===== src/rtl/uart_irq_pkg.sv =====
package uart_irq_pkg;
   localparam int ERR_W = 4;
   localparam int IEN_W = 3;

   typedef enum logic [3:0] {
      IID_NONE = 4'b0001,
      IID_LINE = 4'b0110,
      IID_DATA = 4'b0100,
      IID_IDLE = 4'b1100,
      IID_TXE  = 4'b0010
   } iid_e;

   localparam int EN_RX = 0;
   localparam int EN_TX = 1;
   localparam int EN_LS = 2;
endpackage


===== src/rtl/rx_trig_cmp.sv =====
module rx_trig_cmp #(
   parameter int DEPTH = 16,
   parameter int CNT_W = 5,
   parameter int LVL0  = 1,
   parameter int LVL1  = 4,
   parameter int LVL2  = 8,
   parameter int LVL3  = 14
) (
   input  logic [CNT_W-1:0] rx_count,
   input  logic [1:0]       trig_sel,
   output logic             data_avail
);
   localparam int NLVL = 4;
   localparam int LVLS [NLVL] = '{LVL0, LVL1, LVL2, LVL3};

   if (DEPTH >= (1 << CNT_W)) begin : g_bad_width
      $error("rx_trig_cmp: CNT_W too narrow for DEPTH");
   end

   logic [NLVL-1:0] at_or_above;

   for (genvar i = 0; i < NLVL; i++) begin : g_lvl
      if (LVLS[i] < 1 || LVLS[i] > DEPTH) begin : g_bad_lvl
         $error("rx_trig_cmp: trigger level out of range");
      end
      localparam logic [CNT_W-1:0] LV = CNT_W'(LVLS[i]);
      assign at_or_above[i] = (rx_count >= LV);
   end

   assign data_avail = at_or_above[trig_sel];
endmodule


===== src/rtl/rx_idle_timer.sv =====
module rx_idle_timer #(
   parameter int CNT_W    = 5,
   parameter int TO_LIMIT = 4
) (
   input  logic             clk,
   input  logic             rst_n,
   input  logic [CNT_W-1:0] rx_count,
   input  logic             rx_push,
   input  logic             rx_pop,
   input  logic             char_tick,
   output logic             timeout
);
   if (TO_LIMIT < 1) begin : g_bad_limit
      $error("rx_idle_timer: TO_LIMIT must be at least 1");
   end

   localparam int TW = (TO_LIMIT < 2) ? 1 : $clog2(TO_LIMIT + 1);
   localparam logic [TW-1:0] LIM = TW'(TO_LIMIT);

   logic [TW-1:0] ticks_q;
   logic          restart;

   assign restart = rx_push | rx_pop | (rx_count == '0);

   always_ff @(posedge clk or negedge rst_n) begin
      if (!rst_n) begin
         ticks_q <= '0;
      end else if (restart) begin
         ticks_q <= '0;
      end else if (char_tick && ticks_q != LIM) begin
         ticks_q <= ticks_q + 1'b1;
      end
   end

   assign timeout = (ticks_q == LIM);

   assert_activity_clears_R6 : assert property (@(posedge clk) disable iff (!rst_n)
      (rx_push || rx_pop) |=> !timeout);
   assert_idle_needs_data_R6 : assert property (@(posedge clk) disable iff (!rst_n)
      timeout |-> $past(rx_count) != '0);
endmodule


===== src/rtl/tx_empty_tracker.sv =====
module tx_empty_tracker #(
   parameter int DELAY = 1
) (
   input  logic clk,
   input  logic rst_n,
   input  logic tx_empty,
   input  logic tx_write,
   input  logic char_tick,
   input  logic ack_read,
   output logic pending
);
   if (DELAY < 0) begin : g_bad_delay
      $error("tx_empty_tracker: DELAY must not be negative");
   end

   logic empty_d;
   logic multi_q;
   logic rise;
   logic fire;
   logic clr;

   assign rise = tx_empty & ~empty_d;
   assign clr  = tx_write | ack_read;

   always_ff @(posedge clk or negedge rst_n) begin
      if (!rst_n) begin
         empty_d <= 1'b0;
         multi_q <= 1'b0;
      end else begin
         empty_d <= tx_empty;
         if (tx_write && !tx_empty) begin
            multi_q <= 1'b1;
         end else if (rise && multi_q) begin
            multi_q <= 1'b0;
         end
      end
   end

   if (DELAY == 0) begin : g_nodelay
      assign fire = rise;
   end else begin : g_delay
      localparam int DW = (DELAY < 2) ? 1 : $clog2(DELAY + 1);
      localparam logic [DW-1:0] LAST = DW'(DELAY - 1);
      logic          arm_q;
      logic [DW-1:0] dcnt_q;
      logic          done;

      assign done = arm_q & tx_empty & char_tick & (dcnt_q == LAST);
      assign fire = (rise & multi_q) | done;

      always_ff @(posedge clk or negedge rst_n) begin
         if (!rst_n) begin
            arm_q  <= 1'b0;
            dcnt_q <= '0;
         end else begin
            if (tx_write || !tx_empty) begin
               arm_q <= 1'b0;
            end else if (rise && !multi_q) begin
               arm_q <= 1'b1;
            end else if (done) begin
               arm_q <= 1'b0;
            end
            if (rise) begin
               dcnt_q <= '0;
            end else if (arm_q && char_tick) begin
               dcnt_q <= dcnt_q + 1'b1;
            end
         end
      end
   end

   always_ff @(posedge clk or negedge rst_n) begin
      if (!rst_n) begin
         pending <= 1'b0;
      end else begin
         pending <= (pending | fire) & ~clr;
      end
   end

   assert_write_clears_R9 : assert property (@(posedge clk) disable iff (!rst_n)
      (tx_write || ack_read) |=> !pending);
   assert_needs_empty_R8 : assert property (@(posedge clk) disable iff (!rst_n)
      $rose(pending) |-> $past(tx_empty));
endmodule


===== src/rtl/irq_resolver.sv =====
module irq_resolver
   import uart_irq_pkg::*;
(
   input  logic             clk,
   input  logic             rst_n,
   input  logic [IEN_W-1:0] ien,
   input  logic             src_line,
   input  logic             src_data,
   input  logic             src_idle,
   input  logic             src_txe,
   input  logic             iir_read,
   output logic [3:0]       iir_code
);
   iid_e nxt;

   always_comb begin
      if (src_line && ien[EN_LS]) begin
         nxt = IID_LINE;
      end else if (src_data && ien[EN_RX]) begin
         nxt = IID_DATA;
      end else if (src_idle && ien[EN_RX]) begin
         nxt = IID_IDLE;
      end else if (src_txe && ien[EN_TX]) begin
         nxt = IID_TXE;
      end else begin
         nxt = IID_NONE;
      end
   end

   always_ff @(posedge clk or negedge rst_n) begin
      if (!rst_n) begin
         iir_code <= IID_NONE;
      end else if (!iir_read) begin
         iir_code <= nxt;
      end
   end

   assert_hold_on_read_R10 : assert property (@(posedge clk) disable iff (!rst_n)
      iir_read |=> $stable(iir_code));
   assert_legal_code_R1 : assert property (@(posedge clk) disable iff (!rst_n)
      iir_code inside {4'b0001, 4'b0110, 4'b0100, 4'b1100, 4'b0010});
   assert_line_first_R2 : assert property (@(posedge clk) disable iff (!rst_n)
      (!iir_read && src_line && ien[EN_LS]) |=> iir_code == 4'b0110);
   assert_gated_txe_R5 : assert property (@(posedge clk) disable iff (!rst_n)
      (!iir_read && !ien[EN_TX]) |=> iir_code != 4'b0010);
endmodule


===== src/rtl/uart_irq_ident.sv =====
module uart_irq_ident
   import uart_irq_pkg::*;
#(
   parameter int DEPTH     = 16,
   parameter int CNT_W     = $clog2(DEPTH + 1),
   parameter int TO_LIMIT  = 4,
   parameter int TXE_DELAY = 1,
   parameter int LVL0      = 1,
   parameter int LVL1      = 4,
   parameter int LVL2      = 8,
   parameter int LVL3      = 14
) (
   input  logic             clk,
   input  logic             rst_n,
   input  logic [2:0]       ien,
   input  logic [3:0]       rx_err,
   input  logic [CNT_W-1:0] rx_count,
   input  logic             rx_push,
   input  logic             rx_pop,
   input  logic [1:0]       trig_sel,
   input  logic             char_tick,
   input  logic             tx_empty,
   input  logic             tx_write,
   input  logic             iir_read,
   input  logic             lsr_read,
   output logic             irq,
   output logic [3:0]       iir_code
);
   if (DEPTH < 1) begin : g_bad_depth
      $error("uart_irq_ident: DEPTH must be at least 1");
   end

   logic line_q;
   logic data_avail;
   logic idle_to;
   logic txe_pend;
   logic txe_ack;

   always_ff @(posedge clk or negedge rst_n) begin
      if (!rst_n) begin
         line_q <= 1'b0;
      end else begin
         line_q <= (|rx_err) | (line_q & ~lsr_read);
      end
   end

   assert_line_cleared_R4 : assert property (@(posedge clk) disable iff (!rst_n)
      (lsr_read && rx_err == '0) |=> !line_q);
   assert_line_set_R4 : assert property (@(posedge clk) disable iff (!rst_n)
      (rx_err != '0) |=> line_q);

   rx_trig_cmp #(
      .DEPTH(DEPTH), .CNT_W(CNT_W),
      .LVL0(LVL0), .LVL1(LVL1), .LVL2(LVL2), .LVL3(LVL3)
   ) u_trig (
      .rx_count  (rx_count),
      .trig_sel  (trig_sel),
      .data_avail(data_avail)
   );

   rx_idle_timer #(.CNT_W(CNT_W), .TO_LIMIT(TO_LIMIT)) u_idle (
      .clk      (clk),
      .rst_n    (rst_n),
      .rx_count (rx_count),
      .rx_push  (rx_push),
      .rx_pop   (rx_pop),
      .char_tick(char_tick),
      .timeout  (idle_to)
   );

   assign txe_ack = iir_read & (iir_code == IID_TXE);

   tx_empty_tracker #(.DELAY(TXE_DELAY)) u_txe (
      .clk      (clk),
      .rst_n    (rst_n),
      .tx_empty (tx_empty),
      .tx_write (tx_write),
      .char_tick(char_tick),
      .ack_read (txe_ack),
      .pending  (txe_pend)
   );

   irq_resolver u_prio (
      .clk     (clk),
      .rst_n   (rst_n),
      .ien     (ien),
      .src_line(line_q),
      .src_data(data_avail),
      .src_idle(idle_to),
      .src_txe (txe_pend),
      .iir_read(iir_read),
      .iir_code(iir_code)
   );

   assign irq = ~iir_code[0];
endmodule


===== config.mk =====
export PLATFORM = sky130hd
export DESIGN_NAME = uart_irq_ident
export DESIGN_NICKNAME = d
export VERILOG_FILES = /design/src/rtl/uart_irq_pkg.sv /design/src/rtl/rx_trig_cmp.sv /design/src/rtl/rx_idle_timer.sv /design/src/rtl/tx_empty_tracker.sv /design/src/rtl/irq_resolver.sv /design/src/rtl/uart_irq_ident.sv
export SDC_FILE = /design/constraint.sdc
export NUM_CORES = 1
export LEC_CHECK = 0
export BUFFER_PORTS_ARGS = -buffer_cell sky130_fd_sc_hd__buf_2
export CORE_MARGIN = 2
export CORE_UTILIZATION = 41
export CTS_CLUSTER_DIAMETER = 40
export DETAILED_ROUTE_END_ITERATION = 6
export PLACE_DENSITY = 0.82
export RECOVER_POWER = 25
export SYNTH_ARGS = -nofsm -noshare
export SYNTH_HDL_FRONTEND = slang
export SYNTH_SLANG_ARGS = --single-unit

===== constraint.sdc =====
create_clock -name clk -period 1.17 [get_ports clk]
set_input_delay 0.234 -clock clk [delete_from_list [all_inputs] [get_ports clk]]
set_output_delay 0.234 -clock clk [all_outputs]
set_load 0.02 [all_outputs]

=== After elaboration in Yosys (flattened, before gate mapping) ===
Index checks and enable logic that the tools add are counted.
W data, S select, Z words.

* Equal/unequal tests: 3
* Magnitude comparators: 5
* Reduce and logical (&&, ||, !) cells: 18
* Bitwise logic cells: 19
* $add $sub $neg: 2
* Multiplexer cells: 15

{| class="wikitable"
|+ Operator list
! operator !! number
|-
| $mux W4 || 3
|-
| $ge A5 B4 Y1 const B || 2
|-
| $logic_and A1 B1 Y1 || 9
|-
| $and A1 B1 Y1 || 8
|-
| $mux W1 || 8
|-
| $mux W3 || 2
|-
| $or A1 B1 Y1 || 6
|-
| $reduce_bool A2 Y1 || 3
|-
| $ge A5 B1 Y1 const B || 1
|-
| $ge A5 B3 Y1 const B || 1
|-
| $logic_not A5 Y1 || 1
|-
| $not A1 Y1 || 5
|-
| $eq A4 B2 Y1 const B || 1
|-
| $reduce_or A4 Y1 || 1
|-
| $add A3 B1 Y3 const B || 1
|-
| $eq A3 B3 Y1 const B || 1
|-
| $lt A2 B3 Y1 const B || 1
|-
| $ne A3 B3 Y1 const B || 1
|-
| $reduce_bool A3 Y1 || 1
|-
| $bmux W1 S2 || 1
|-
| $logic_not A1 Y1 || 2
|-
| $mux W2 || 1
|-
| $add A1 B1 Y1 const B || 1
|-
| $logic_or A1 B1 Y1 || 1
|}

* Input bits: 23
* Word-level logic and storage cells: 70
* Bits in registers: 13
* Output and inout bits: 5

=== Logic depth before layout (Yosys ltp) ===
* Depth after elaboration: 6
* Depth in mapped cells: 6
* Gate-level depth less buffers: 6

=== Modules after synthesis ===
From an unflattened synthesis, not the netlist that was laid out.

* Cells, all modules: 69
* Area, all modules: 673.1 um2

{| class="wikitable"
|+ By module, submodules not included
! module !! area an instance (um2) !! seq. area each (um2) !! cells an instance !! instances
|-
| tx_empty_tracker || 203.9 || 125.1 || 19 || 1
|-
| rx_idle_timer || 191.4 || 75.1 || 20 || 1
|-
| irq_resolver || 178.9 || 101.3 || 16 || 1
|-
| uart_irq_ident || 56.3 || 25.0 || 7 || 1
|-
| rx_trig_cmp || 42.5 || 0.0 || 7 || 1
|}

=== Least setup slack after synthesis ===
OpenSTA, ideal clock, no wires.

* Path kind: register to register
* Start point: reg u_idle.ticks_q[0]
* End point: reg u_prio.iir_code[1]
* Required time: 1046 ps
* Path buffers: 0
* Cell stages (with the launch flop): 6
* Clock period less this slack: 1238 ps
* Data arrival time: 1114 ps
* Slack: -68 ps
* Path through: dfrtp_1 inv_1 ha_1 nand2_1 nor3b_1 a211o_1

* Word-level cells in the longest chain between the ends: 5

{| class="wikitable"
|+ RTL lines
! element !! RTL line !! RTL
|-
| start, declared || rx_idle_timer.sv:20 || <nowiki>logic [TW-1:0] ticks_q;</nowiki>
|-
| start signal, assigned || rx_idle_timer.sv:31 || <nowiki>ticks_q <= ticks_q + 1'b1;</nowiki>
|-
| $eq A3 B3 Y1 || rx_idle_timer.sv:35 || <nowiki>assign timeout = (ticks_q == LIM);</nowiki>
|-
| $logic_and A1 B1 Y1 || irq_resolver.sv:21 || <nowiki>end else if (src_idle && ien[EN_RX]) begin</nowiki>
|-
| $mux W4 || irq_resolver.sv:21 ||
|-
| $mux W4 || irq_resolver.sv:19 || <nowiki>end else if (src_data && ien[EN_RX]) begin</nowiki>
|-
| $mux W4 || irq_resolver.sv:17 || <nowiki>if (src_line && ien[EN_LS]) begin</nowiki>
|-
| end signal, assigned || irq_resolver.sv:34 || <nowiki>iir_code <= nxt;</nowiki>
|-
| end, declared || irq_resolver.sv:12 || <nowiki>output logic [3:0] iir_code</nowiki>
|}

No other way between the ends.
A chain may end at the register's enable or synchronous reset.

=== Final worst setup path ===
* Start point: reg u_prio.iir_code[0]
* End point: out irq

* Word-level cells in the longest chain between the ends: 1

{| class="wikitable"
|+ RTL lines
! element !! RTL line !! RTL
|-
| $not A1 Y1 || uart_irq_ident.sv:95 || <nowiki>assign irq = ~iir_code[0];</nowiki>
|-
| end, declared || uart_irq_ident.sv:26 || <nowiki>output logic irq,</nowiki>
|}

No other way between the ends.

==> metrics <==
measured slew at the worst slew-check pin 680 ps; top_reg_cell synth dfrtp_1; crit path from u_prio.iir_code[0]$_DFFE_PN1N_; residual overflow from global routing 0; final non-filler cell total 124; YS warnings 0; Setup CP Type reg2out; Routed WL 1430 um; outcome finished with violations; ordered list of cells on the worst path inv_2, buf_6; final setup violation count 2; fraction of layout cells with a size suffix above 1 47.2%; Inserted Clock Buffers 3; Initial DRC Count 3; # rows 14; number of synthesized flops with an enable pin 0; max cap viols 0; P_leak 0.000468 uW; Final ANT Viol Nets 0; r2r endpoint u_prio.iir_code[1]$_DFFE_PN0N_; violated checks negative setup slack; dpl cells 116; clock-pin slew on the worst setup and hold paths 80 ps; IO Count 28; sw frac 27.1%; Max-slew headroom 54.7%; RSZ-0062 raised after global routing yes; most frequent cell after synthesis dfrtp_1; Die Area 2020 um^2; Cell variety after synth 32; Area Overhead vs Synth 42.0%; Core Area 1540 um^2; final hold vios 0; Pint 716 uW; Worst R2R Setup Slack 10 ps; Worst Path Required 940 ps; first-pass GRT wire length 2420 um; pin count of the biggest net entering global routing 14; synthesized area 686 um^2; Net Sw Power 267 uW; power density cells 1010 nW/um^2; vias in the first global route 607; per-cell routed wire length 11.5 um; VDD IR max 711 uV; crit end category output pin; gpl congestion 0.840; Tot Pwr 982 uW; fill count 141; Starting Density 44.5%; post-synthesis cell count 69; Slew Limit Fails 0; max incr delay on CP 540 ps; Post-synth top cells 12 x dfrtp_1, 8 x inv_1, 6 x nand2_1; final setup margin -41.3 ps; Vias/cell 5.19; via count 644; NumNets Final 134; Crit Path Max Fanout 2; number of antenna diodes 0; Residual DRC 0; Root Driver clkbuf_4; GR Util All Layers 16.9%; Seq pwr share 50.6%; Worst Setup EP irq; fin crit period 1210 ps; period utilization 104%; IO buf count 27; fin util 63.1%; clk_lat worst skew 280 ps; H-tree depth 1; Detailed Place HPWL 1160 um; register bit count reported by yosys 13; initial antenna violation count 0; cell accounting for the most synthesized area dfrtp_1; share of the synthesized area in the top cell type 43.8%; Seq/Total Area, Yosys 47.6%; Worst Reg-to-Reg Cells 5; CTS sink cnt 13; DR pass1 iterations 4; CTS tree yes; maximum clock frequency 826 MHz; Critical R2R Launch u_idle.ticks_q[0]$_DFFE_PN0P_; chip height 44.9 um; HP Class in2reg; synth top area cells dfrtp_1 44%, inv_1 4.4%, dfstp_2 3.8%, ha_1 3.6%, nand2_1 3.3%; arrival time worst endpoint 980 ps; clk buf depth 2; clock network fraction of total power 27.5%; Startpoint Class flop; synthesized net count 94; Comb power frac 21.9%; ys async rst share 100%; clock skew 11.8 ps; chip width 44.9 um; Post-Syn Area per Cell 9.94 um^2; slowest CP cell dfstp_2
-- registers in the layout, indices dropped and copies added, names as in the netlist --
register / cells
line_q: 1
u_idle.ticks_q: 3
u_prio.iir_code: 4
u_txe.empty_d: 1
u_txe.g_delay.arm_q: 1
u_txe.g_delay.dcnt_q: 1
u_txe.multi_q: 1
u_txe.pending: 1
-- repair_timing --
| action | CTS | global route |
|---|---|---|
| hold buffers | 1 | 0 |
| buffers inserted | 3 | 0 |
| pin swaps | 1 | 6 |
| endpoints found under the hold margin | 12 | 0 |
| resized for setup | 4 | 5 |
| setup endpoints to repair | 4 | 6 |
-- per-stage QoR --
| step | setup WS, ps | instance area, um^2 | setup TNS, ps | hold slack [ps] |
|---|---|---|---|---|
| after floorplan | 2.51 | 706 | 0 | -61.6 |
| after global routing | -76.9 | 973 | -225 | 130 |
| after detailed placement | -21.0 | 891 | -21.0 | 131 |
| final | -41.3 | 973 | -81.0 | 127 |
| after CTS | -50.3 | 956 | -100 | 107 |
| after global placement | 11.2 | 891 | 0 | 130 |
-- routing by layer --
metal	share of wire (%)	up-vias	track usage, %
met5	0	-	0
met4	0.91	0	5.29
met3	6.2	2	7.20
met2	51	16	27.2
met1	42	301	20.6
li1	-	325	-
-- worst min path at each step --
stage | from | to | slack [ps] | cells after the start
4_1_cts | tx_empty | u_txe.empty_d$_DFF_PN0_ | 110 | 1
3_5_place_dp | rst_n | u_txe.multi_q$_DFFE_PN0P_ | 130 | 1
6_report | tx_empty | u_txe.empty_d$_DFF_PN0_ | 130 | 1
3_3_place_gp | rst_n | u_txe.multi_q$_DFFE_PN0P_ | 130 | 1
5_1_grt | tx_empty | u_txe.empty_d$_DFF_PN0_ | 130 | 1
2_1_floorplan | rst_n | line_q$_DFF_PN0_ | -60 | 0
-- cell type report --
type | instances | area (um^2) | area share, %
multi-input combinational | 48 | 365 | 37.5
timing repair buffer | 35 | 205 | 21.1
inverter | 8 | 30.0 | 3.08
sequential | 13 | 327 | 33.5
tap | 16 | 20.0 | 2.06
clock buffer | 4 | 26.3 | 2.70
-- critical path: cells and delay by family (launching register included) --
kind,cells,cell delay (ps)
flops,1,540
buf+inv,2,160
-- kinds of logic after synthesis --
logic type	after synthesis	synth area share, %
and+or+nand+nor	24	20.1
buffers and inverters	8	4.38
xor gates and xnor gates	3	3.83
AOI/OAI and AO/OA	19	20.4
adders and majority gates	2	3.65
DFF	13	47.6
-- power groups by stage --
stage | Clock, uW | Combinational (uW) | Sequential (uW)
global placement | 0 | 189 | 504
floorplan | 0 | 91.1 | 518
CTS | 279 | 215 | 497
global route | 302 | 238 | 500
detailed placement | 0 | 195 | 505
finish | 270 | 215 | 497
-- cells in the final DEF (no fill, tap or decap), types with 2 or more instances in the layout --
cell      instances
o22ai_1           2
buf_6             2
a21oi_2           2
buf_2            24
nand3b_1          2
inv_2             3
nor2_1            5
clkbuf_4          3
dfrtp_1          12
nor3b_1           2
nand2_4           2
buf_4             6
xor2_1            2
a21oi_1           2
nand2_1           4
o21ai_0           3
inv_1             5
clkbuf_1          3
(Power assumes the default switching activity.)
